File: config.mk
export PLATFORM = sky130hd
export DESIGN_NAME = irqm_ctrl
export DESIGN_NICKNAME = d
export VERILOG_FILES = /design/src/rtl/irqm_pkg.sv /design/src/rtl/irqm_sync.sv /design/src/rtl/irqm_rst_sync.sv /design/src/rtl/irqm_line.sv /design/src/rtl/irqm_ctrl.sv
export SDC_FILE = /design/constraint.sdc
export NUM_CORES = 1
export LEC_CHECK = 0
export BUFFER_PORTS_ARGS = -buffer_cell sky130_fd_sc_hd__buf_2
export CAP_MARGIN = 20
export CORE_UTILIZATION = 24
export DETAILED_ROUTE_END_ITERATION = 12
export GPL_TIMING_DRIVEN = 0
export REMOVE_ABC_BUFFERS = 1
export SLEW_MARGIN = 20
export SYNTH_ARGS = -nofsm -noshare
export SYNTH_HDL_FRONTEND = slang
export SYNTH_HIERARCHICAL = 1
export SYNTH_SLANG_ARGS = --single-unit
File: constraint.sdc
create_clock -name clk -period 1.3 [get_ports clk]
set_clock_uncertainty 0.1 [all_clocks]
set_input_delay 0.065 -clock clk [delete_from_list [all_inputs] [get_ports clk]]
set_output_delay 0.065 -clock clk [all_outputs]
set_load 0.02 [all_outputs]
File: src/rtl/irqm_pkg.sv
package irqm_pkg;
  typedef enum logic {
    TRIG_LEVEL = 1'b0,
    TRIG_FALL  = 1'b1
  } trig_e;

  localparam int unsigned DEF_LINES  = 4;
  localparam int unsigned DEF_STAGES = 2;
endpackage

File: src/rtl/irqm_sync.sv
module irqm_sync #(
  parameter int unsigned W      = 4,
  parameter int unsigned STAGES = 2
) (
  input  logic         clk,
  input  logic [W-1:0] d,
  output logic [W-1:0] q
);
  logic [W-1:0] stg [STAGES];

  always_ff @(posedge clk) stg[0] <= d;

  for (genvar s = 1; s < STAGES; s++) begin : g_stage
    always_ff @(posedge clk) stg[s] <= stg[s-1];
  end

  assign q = stg[STAGES-1];
endmodule

File: src/rtl/irqm_rst_sync.sv
module irqm_rst_sync #(
  parameter int unsigned STAGES = 2
) (
  input  logic clk,
  input  logic arst_n,
  output logic srst_n
);
  logic [STAGES-1:0] chain;

  always_ff @(posedge clk or negedge arst_n) begin
    if (!arst_n) chain <= '0;
    else         chain <= {chain[STAGES-2:0], 1'b1};
  end

  assign srst_n = chain[STAGES-1];
endmodule

File: src/rtl/irqm_line.sv
module irqm_line
  import irqm_pkg::*;
(
  input  logic  clk,
  input  logic  rst_b,
  input  logic  run,
  input  logic  pin_s,
  input  logic  mask_en,
  input  trig_e trig,
  input  logic  ack,
  output logic  irq,
  output logic  pend,
  output logic  fall
);
  logic prev;

  always_ff @(posedge clk or negedge rst_b) begin
    if (!rst_b) prev <= 1'b1;
    else        prev <= pin_s;
  end

  assign fall = prev & ~pin_s;

  always_ff @(posedge clk or negedge rst_b) begin
    if (!rst_b)                                  pend <= 1'b0;
    else if (run && trig == TRIG_FALL && fall)   pend <= 1'b1;
    else if (ack)                                pend <= 1'b0;
  end

  logic active;
  always_comb begin
    if (trig == TRIG_FALL) active = pend;
    else                   active = ~pin_s;
  end

  assign irq = run & mask_en & active;
endmodule

File: src/rtl/irqm_ctrl.sv
module irqm_ctrl
  import irqm_pkg::*;
#(
  parameter int unsigned N_LINES     = DEF_LINES,
  parameter int unsigned SYNC_STAGES = DEF_STAGES,
  parameter int unsigned WAKE_LINE   = 0
) (
  input  logic               clk,
  input  logic               rst_n,
  input  logic [N_LINES-1:0] pin_n,
  input  logic               cfg_we,
  input  logic [N_LINES-1:0] cfg_mask,
  input  logic [N_LINES-1:0] cfg_edge,
  input  logic [N_LINES-1:0] ack,
  input  logic               in_stop,
  output logic [N_LINES-1:0] opmode,
  output logic [N_LINES-1:0] irq,
  output logic               wake
);
  localparam int unsigned MW = N_LINES;

  logic               srst_n;
  logic [N_LINES-1:0] pin_s;
  logic               run_q;
  logic [MW-1:0]      mode_q;
  logic [N_LINES-1:0] mask_q;
  logic [N_LINES-1:0] edge_q;
  logic [N_LINES-1:0] pend;
  logic [N_LINES-1:0] fall;

  irqm_rst_sync #(.STAGES(SYNC_STAGES)) u_rst (
    .clk    (clk),
    .arst_n (rst_n),
    .srst_n (srst_n)
  );

  irqm_sync #(.W(N_LINES), .STAGES(SYNC_STAGES)) u_pins (
    .clk (clk),
    .d   (pin_n),
    .q   (pin_s)
  );

  always_ff @(posedge clk or negedge srst_n) begin
    if (!srst_n) begin
      run_q  <= 1'b0;
      mode_q <= '0;
    end else if (!run_q) begin
      run_q  <= 1'b1;
      mode_q <= pin_s[MW-1:0];
    end
  end

  always_ff @(posedge clk or negedge srst_n) begin
    if (!srst_n) begin
      mask_q <= '0;
      edge_q <= '0;
    end else if (cfg_we) begin
      mask_q <= cfg_mask;
      edge_q <= cfg_edge;
    end
  end

  for (genvar i = 0; i < N_LINES; i++) begin : g_line
    irqm_line u_line (
      .clk     (clk),
      .rst_b   (srst_n),
      .run     (run_q),
      .pin_s   (pin_s[i]),
      .mask_en (mask_q[i]),
      .trig    (trig_e'(edge_q[i])),
      .ack     (ack[i]),
      .irq     (irq[i]),
      .pend    (pend[i]),
      .fall    (fall[i])
    );
  end

  assign opmode = mode_q;
  assign wake   = in_stop & ~pin_s[WAKE_LINE];
endmodule

== Word level (Yosys, flattened, before mapping) ==
Memories as Yosys holds them, arrays and structs flattened.
Index checks and enable logic that the tools add are counted.

* Bits in registers: 23
* Bits in writable memories: 8
* Output and inout bits: 9
* Memories kept: 1

* Multiplexer cells: 12
* Bitwise logic cells: 17
* Reductions and logical operators: 12

{| class="wikitable"
|+ Memories
! memory !! depth !! width !! read ports !! clocked after Yosys merged registers in !! wr ports !! line !! source
|-
| u_pins.stg || 2 || 4 || 2 || 0 || 2 || irqm_sync.sv:9 || <nowiki>logic [W-1:0] stg [STAGES];</nowiki>
|}

{| class="wikitable"
|+ Operator list
! cell !! count
|-
| $and A1 B1 Y1 || 13
|-
| $mux W1 || 12
|-
| $logic_and A1 B1 Y1 || 8
|-
| $reduce_bool A2 Y1 || 4
|-
| $not A1 Y1 || 4
|}

== Longest topological paths before layout ==
Gate-level depths: netlist of the first run.

* Depth after elaboration: 4
* Gate-level depth with buffers: 3

== By module ==
Netlist of the first run, hierarchy kept.

{| class="wikitable"
|+ By module, submodules not included
! module !! times used !! cells an instance !! area an instance (µm²)
|-
| irqm_ctrl || 1 || 28 || 511.7
|-
| irqm_line || 4 || 9 || 101.3
|-
| irqm_sync || 1 || 12 || 190.2
|-
| irqm_rst_sync || 1 || 3 || 53.8
|}

== Worst setup path before layout of the first run ==
No wires, ideal clock.

* Kind: register to register
* Start: reg run_q
* End: reg mode_q[0] (netlist: opmode[0])
* Library setup time: 0.125 ns
* Arrival time: 0.849 ns
* Required time: 1.075 ns
* Path slack: 0.227 ns
* Cell stages (with the launch flop): 2
* Path buffers: 0
* Clock period less this slack: 1.073 ns
* Cells stage by stage: dfrtp_1 mux2_2

{| class="wikitable"
|+ RTL lines
! what !! line !! source
|-
| start, declared || irqm_ctrl.sv:24 || <nowiki>logic run_q;</nowiki>
|-
| start signal, assigned || irqm_ctrl.sv:45 || <nowiki>run_q <= 1'b0;</nowiki>
|-
| start signal, assigned || irqm_ctrl.sv:48 || <nowiki>run_q <= 1'b1;</nowiki>
|-
| end signal, assigned || irqm_ctrl.sv:49 || <nowiki>mode_q <= pin_s[MW-1:0];</nowiki>
|-
| end, declared || irqm_ctrl.sv:25 || <nowiki>logic [MW-1:0] mode_q;</nowiki>
|}

No word-level cell between the ends.

== Final worst setup path of the first run ==
* Start: reg edge_q[1]
* End: out irq[1]

* Cells in the longest elaborated chain, start to end: 2

{| class="wikitable"
|+ Ends and longest elaborated chain
! what !! line !! source
|-
| start, declared || irqm_ctrl.sv:27 || <nowiki>logic [N_LINES-1:0] edge_q;</nowiki>
|-
| start signal, assigned || irqm_ctrl.sv:59 || <nowiki>edge_q <= cfg_edge;</nowiki>
|-
| $mux W1 || irqm_line.sv:32 || <nowiki>if (trig == TRIG_FALL) active = pend;</nowiki>
|-
| $and A1 B1 Y1 || irqm_line.sv:36 || <nowiki>assign irq = run & mask_en & active;</nowiki>
|-
| end, declared || irqm_ctrl.sv:17 || <nowiki>output logic [N_LINES-1:0] irq,</nowiki>
|}

No other way between the ends.

==> results.toml, run 1 <==
[sta]
period_share_pct = 104
final_max_slew_viol_count = 0
rsz0062_at_grt = "true"
min_period_ps = 1350
setup_ws_ps = -52.9
whs_ps = 129
worst_pin_slew_ps = 838
slew_headroom_pct = 44.1
hold_violations = 0
max_freq_mhz = 739
setup_violations = 3

[power]
swShare_pct = 23.3
seqPwrFrac_pct = 52.8
clockPowerShare_pct = 34.2
pwr-share-comb_pct = 13.0
ir_worst_vdd_mv = 0.615
power.internal_uw = 1580
power_density_nw_per_um2 = 1240
leakagePower_uw = 0.000779
p_switching_uw = 482

[floorplan]
die_w_um = 71.6
start_util_pct = 25.8
pin_count = 29
rows = 24
die_area_um2 = 5120
die_height_um = 71.6
core_um2 = 4500

[placement]
hpwl_um = 1320
pre_cts_ws_ps = 49.8
gp_congestion = 0.617
io_buffers = 28

[drt]
wl_met1_um = 876
wirelength_um = 2060
drtPass1Iterations = 2
drt_iter0_drc = 20
vias = 750
top_layer = "met4"
wl_met3_um = 170
drt.antenna.violating_nets = 0
wire_per_inst_um = 11.0
drc = 0
viasPerCell = 4.01
met2WireLength_um = 960

[logic_synthesis]
synth-seq-cells = 31
yosys_warnings = 6
synth.avg_cell_area_um2 = 14.7
synth_area_um2 = 1160
synth_cell_types = 15
netlist_instances = 79
seq_area_frac_synth_pct = 63.8

[finish]
diodes = 0
layout-drive-gt1-share_pct = 51.1
area_growth_pct = 43.1
nets = 154

[setup_path]
required_ps = 1130
r2r_start = "run_q"
crit_path_start = "edge_q[1]"
cp_slowest_cell = "dfrtp_1"
arrival_ps = 1190
crit_family = "flip-flops"
max_stage_delay_ps = 390
crit_buf_inv = 1
end_kind = "output pin"
cp_max_fo = 2
crit_chain = "or2_1 > a21oi_2 > buf_6"
path_class = "flip-flop to output pin"
r2r_slack_ps = 170
cp-start-kind = "flip-flop"

[clocking]
cts_tree = "done"
clock_latency_ps = 280
ctsHtreeMaxLevel = 2
cts_buffers = 5
clockBufferDepth = 2
clock_sinks = 31
root_buffer = "clkbuf_8"
clk_pin_slew_worst_paths_ps = 60

[global_routing]
track_usage_pct = 9.49
grt_pass1_vias = 773
grt_pass1_wl_um = 3460
grt-ovfl-total = 0
antenna_found_initial = 0
grt_max_degree = 22

[run_status]
violations = "setup timing"
status = "finished with violations"

[hold_path]
hp-class = "primary input to flip-flop"
hp-start = "cfg_we"

[run]
max_cap_viol_count = 0
## cell usage in the layout (no fill, tap or decap)
master         synthesis  layout
a21oi_2                4       4
a32o_1                 4       4
buf_2                  0      24
buf_4                  4       9
buf_6                  1       2
clkbuf_1               0       2
clkbuf_8               0       5
clkinv_2               0       1
conb_1                 2       2
dfrtp_1               19      18
dfrtp_2                0       1
dfstp_2                4       4
dfxtp_1                8       5
dfxtp_2                0       3
dlygate4sd3_1          0      18
inv_1                  4       4
mux2_2                 4       4
mux2_4                 8       8
nand2_1                8       8
nor2b_1                1       1
nor2b_4                4       4
or2_1                  4       4
## per-layer routing
metal / global-route usage (%) / up-vias
met4: 6.32 / 0
met1: 9.96 / 351
li1: - / 364
met3: 5.20 / 9
met2: 14.7 / 26
met5: 0 / -
## sequential cells by signal (all words and copies together) (netlist names)
name and count:
u_pins/stg 8, edge_q 4, g_line.u_line/pend 4, g_line.u_line/prev 4, mask_q 4, opmode 4
u_rst/chain 2, run_q 1
## power by group through the flow
stage          Combinational, uW  Clock (uW)  Sequential, uW
6_report                     268         705            1090
5_1_grt                      290         778            1100
4_1_cts                      270         722            1090
3_5_place_dp                 187           0            1120
3_3_place_gp                 184           0            1110
2_1_floorplan                108           0            1120
## per-stage QoR
stage / area (um2) / std cells / utilization (%) / total power, uW / TNS (ps)
floorplan: 1120 / 74 / - / 1220 / 0
global placement: 1330 / 154 / 29.4 / 1300 / 0
detailed placement: 1330 / 154 / 29.4 / 1300 / 0
CTS: 1660 / 187 / 36.8 / 2080 / -131
global route: 1660 / 187 / 36.9 / 2170 / -292
finish: 1660 / 187 / 36.9 / 2060 / -86.8
## synth_stat cells
| cell | instances | area [um2] |
|---|---|---|
| buf_4 | 4 | 30.0 |
| nor2b_1 | 1 | 6.26 |
| or2_1 | 4 | 25.0 |
| buf_6 | 1 | 11.3 |
| a21oi_2 | 4 | 35.0 |
| conb_1 | 2 | 7.51 |
| a32o_1 | 4 | 40.0 |
| mux2_2 | 4 | 45.0 |
| nand2_1 | 8 | 30.0 |
| mux2_4 | 8 | 120 |
| dfstp_2 | 4 | 105 |
| nor2b_4 | 4 | 55.1 |
| inv_1 | 4 | 15.0 |
| dfrtp_1 | 19 | 475 |
| dfxtp_1 | 8 | 160 |
## cell type report
type / instances / area [um2]
timing repair buffer: 53 / 390
clock buffer: 7 / 76.3
inverter: 4 / 15.0
clock inverter: 1 / 5.00
tap: 52 / 65.1
sequential: 31 / 746
fill: 456 / 2840
multi-input combinational: 39 / 364
## worst paths after layout
kind                                    end  cells after the start
max                                  irq[1]                      3
min                               mask_q[2]                      2
max reg2reg                       opmode[1]                      2
min reg2reg                u_pins/stg[0][6]                      0
max in group asynchronous             run_q                      0
min in group asynchronous         opmode[2]                      0
## timing repair
action / in CTS / in global routing
buffers inserted: 7 / 0
endpoints found under the setup margin: 4 / 4
resized for setup: 9 / 1
endpoints found under the hold margin: 18 / 0
cloned: 0 / 0
hold buffers: 18 / 0
pin swaps: 6 / 2
## cells by family after synthesis
| group | count (synthesis) | synth area share [%] |
|---|---|---|
| flip-flops | 31 | 63.8 |
| other | 2 | 0.647 |
| multiplexers | 12 | 14.2 |
| buffers and inverters | 9 | 4.85 |
| AO/OA/AOI/OAI | 8 | 6.47 |
| AND/OR/NAND/NOR | 17 | 10.0 |
Power figures use the tool's default switching activity.
==> run 2: changes to the inputs <==
PLACE_DENSITY = 0.5   (was unset)
==> run 2 against run 1 <==
  * The run still ends with setup timing left
  * Critical endpoint is now irq[3]
  * Power fell by 0.48%
  * Largest cell class unchanged
  * Combinational power is 2% higher
  * Sequential cell count unchanged
  * Sequential share of layout area shrank 0.078 points
  * Sequential power about the same
  * Highest routed layer unchanged
==> results.toml, run 2 (same netlist as run 1, synthesis figures left out) <==
[sta]
min_period_ps = 1320
slew_headroom_pct = 44.6
worst_pin_slew_ps = 831
hold_violations = 0
setup_violations = 3
max_freq_mhz = 759
setup_ws_ps = -17.9
final_max_slew_viol_count = 0
rsz0062_at_grt = "true"
whs_ps = 136
period_share_pct = 101

[floorplan]
die_w_um = 71.6
die_height_um = 71.6
core_um2 = 4500
pin_count = 29
die_area_um2 = 5120
start_util_pct = 25.8
rows = 24

[power]
p_switching_uw = 471
pwr-share-comb_pct = 13.3
power.internal_uw = 1580
seqPwrFrac_pct = 52.9
clockPowerShare_pct = 33.8
swShare_pct = 22.9
ir_worst_vdd_mv = 0.710
power_density_nw_per_um2 = 1230
leakagePower_uw = 0.000784

[finish]
area_growth_pct = 44.1
finish.utilization_pct = 37.1
largest_reg_flops = 8
nets = 155
top_register = "u_pins/stg"
regArea_um2 = 749
nFillCells = 450
multi_input_comb_area_um2 = 364
mostFrequentLayoutCell = "buf_2"
stdcell_count = 188
layout-drive-gt1-share_pct = 52.2
layout_common_cells = "24 x buf_2, 18 x dfrtp_1, 18 x dlygate4sd3_1"
diodes = 0

[clocking]
clock_sinks = 31
clk_pin_slew_worst_paths_ps = 60
root_buffer = "clkbuf_8"
cts_tree = "done"
clock_latency_ps = 280
clockBufferDepth = 2
ctsHtreeMaxLevel = 2
cts_buffers = 5

[global_routing]
grt_max_degree = 22
grt-ovfl-total = 0
antenna_found_initial = 0
grt_pass1_vias = 745
track_usage_pct = 9.60
grt_pass1_wl_um = 3530

[placement]
pre_cts_ws_ps = 50.9
placed_cells = 154
hpwl_um = 1320
gp_congestion = 0.632
io_buffers = 28

[drt]
viasPerCell = 3.87
drt_iter0_drc = 13
drtPass1Iterations = 3
wire_per_inst_um = 11.1
drc = 0
wirelength_um = 2090
vias = 728
drt.antenna.violating_nets = 0

[setup_path]
arrival_ps = 1150
end_kind = "output pin"
max_stage_delay_ps = 370
r2r_slack_ps = 140
path_class = "flip-flop to output pin"
cp-start-kind = "flip-flop"
crit_chain = "or2_1 > a21oi_2 > buf_4"
cp_slowest_cell = "dfrtp_1"
required_ps = 1130
cp_max_fo = 2

[run_status]
violations = "setup timing"
status = "finished with violations"

[run]
max_cap_viol_count = 0

[hold_path]
hp-class = "primary input to flip-flop"
[run 2: final timing paths]
| check | endpoint | start | cells past startpoint |
|---|---|---|---|
| max | irq[3] | edge_q[3] | 3 |
| min reg2reg | u_pins/stg[0][6] | u_pins/stg[0][2] | 0 |
| min in group asynchronous | mask_q[3] | u_rst/chain[1] | 0 |
| max reg2reg | opmode[2] | run_q | 2 |
| min | mask_q[3] | cfg_we | 2 |
| max in group asynchronous | run_q | u_rst/chain[1] | 0 |
[run 2: repair_timing]
item | 4_1_cts | 5_1_grt
endpoints found under the hold margin | 18 | 0
hold buffers | 18 | 0
endpoints found under the setup margin | 4 | 4
buffers inserted | 8 | 0
pin swaps | 4 | 0
gates resized for setup | 11 | 1
[run 2: metrics by stage]
stage	area (um2)	total power, uW	setup TNS, ps
finish	1670	2050	-28.5
global route	1670	2180	-278
CTS	1670	2090	-82.7
detailed placement	1330	1310	0
global placement	1330	1300	0
floorplan	1120	1220	0
[run 2: critical path: cells and delay by family (launching register included)]
kind,cells,cell delay (ps)
AND/OR/NAND/NOR,1,210
AO/OA/AOI/OAI,1,140
buffers and inverters,1,150
flip-flops,1,370
[run 2: layout make-up]
class | instances | area share (%)
sequential | 31 | 44.8
clock inverter | 1 | 0.299
clock buffer | 7 | 4.56
inverter | 4 | 0.898
tap | 52 | 3.89
multi-input combinational | 39 | 21.8
timing repair buffer | 54 | 23.8
[run 2: power groups by stage]
stage | registers (uW) | clock network [uW] | logic, uW
2_1_floorplan | 1120 | 0 | 108
3_3_place_gp | 1110 | 0 | 185
3_5_place_dp | 1120 | 0 | 188
4_1_cts | 1090 | 728 | 273
5_1_grt | 1100 | 781 | 296
6_report | 1090 | 694 | 273
[run 2: per-layer routing]
layer / track usage (%) / vias to the layer above / part of all wire, %
met2: 13.2 / 26 / 43
met3: 5.06 / 6 / 7.7
met1: 12.1 / 332 / 47
met5: 0 / - / 0
li1: - / 364 / -
met4: 5.23 / 0 / 2.3
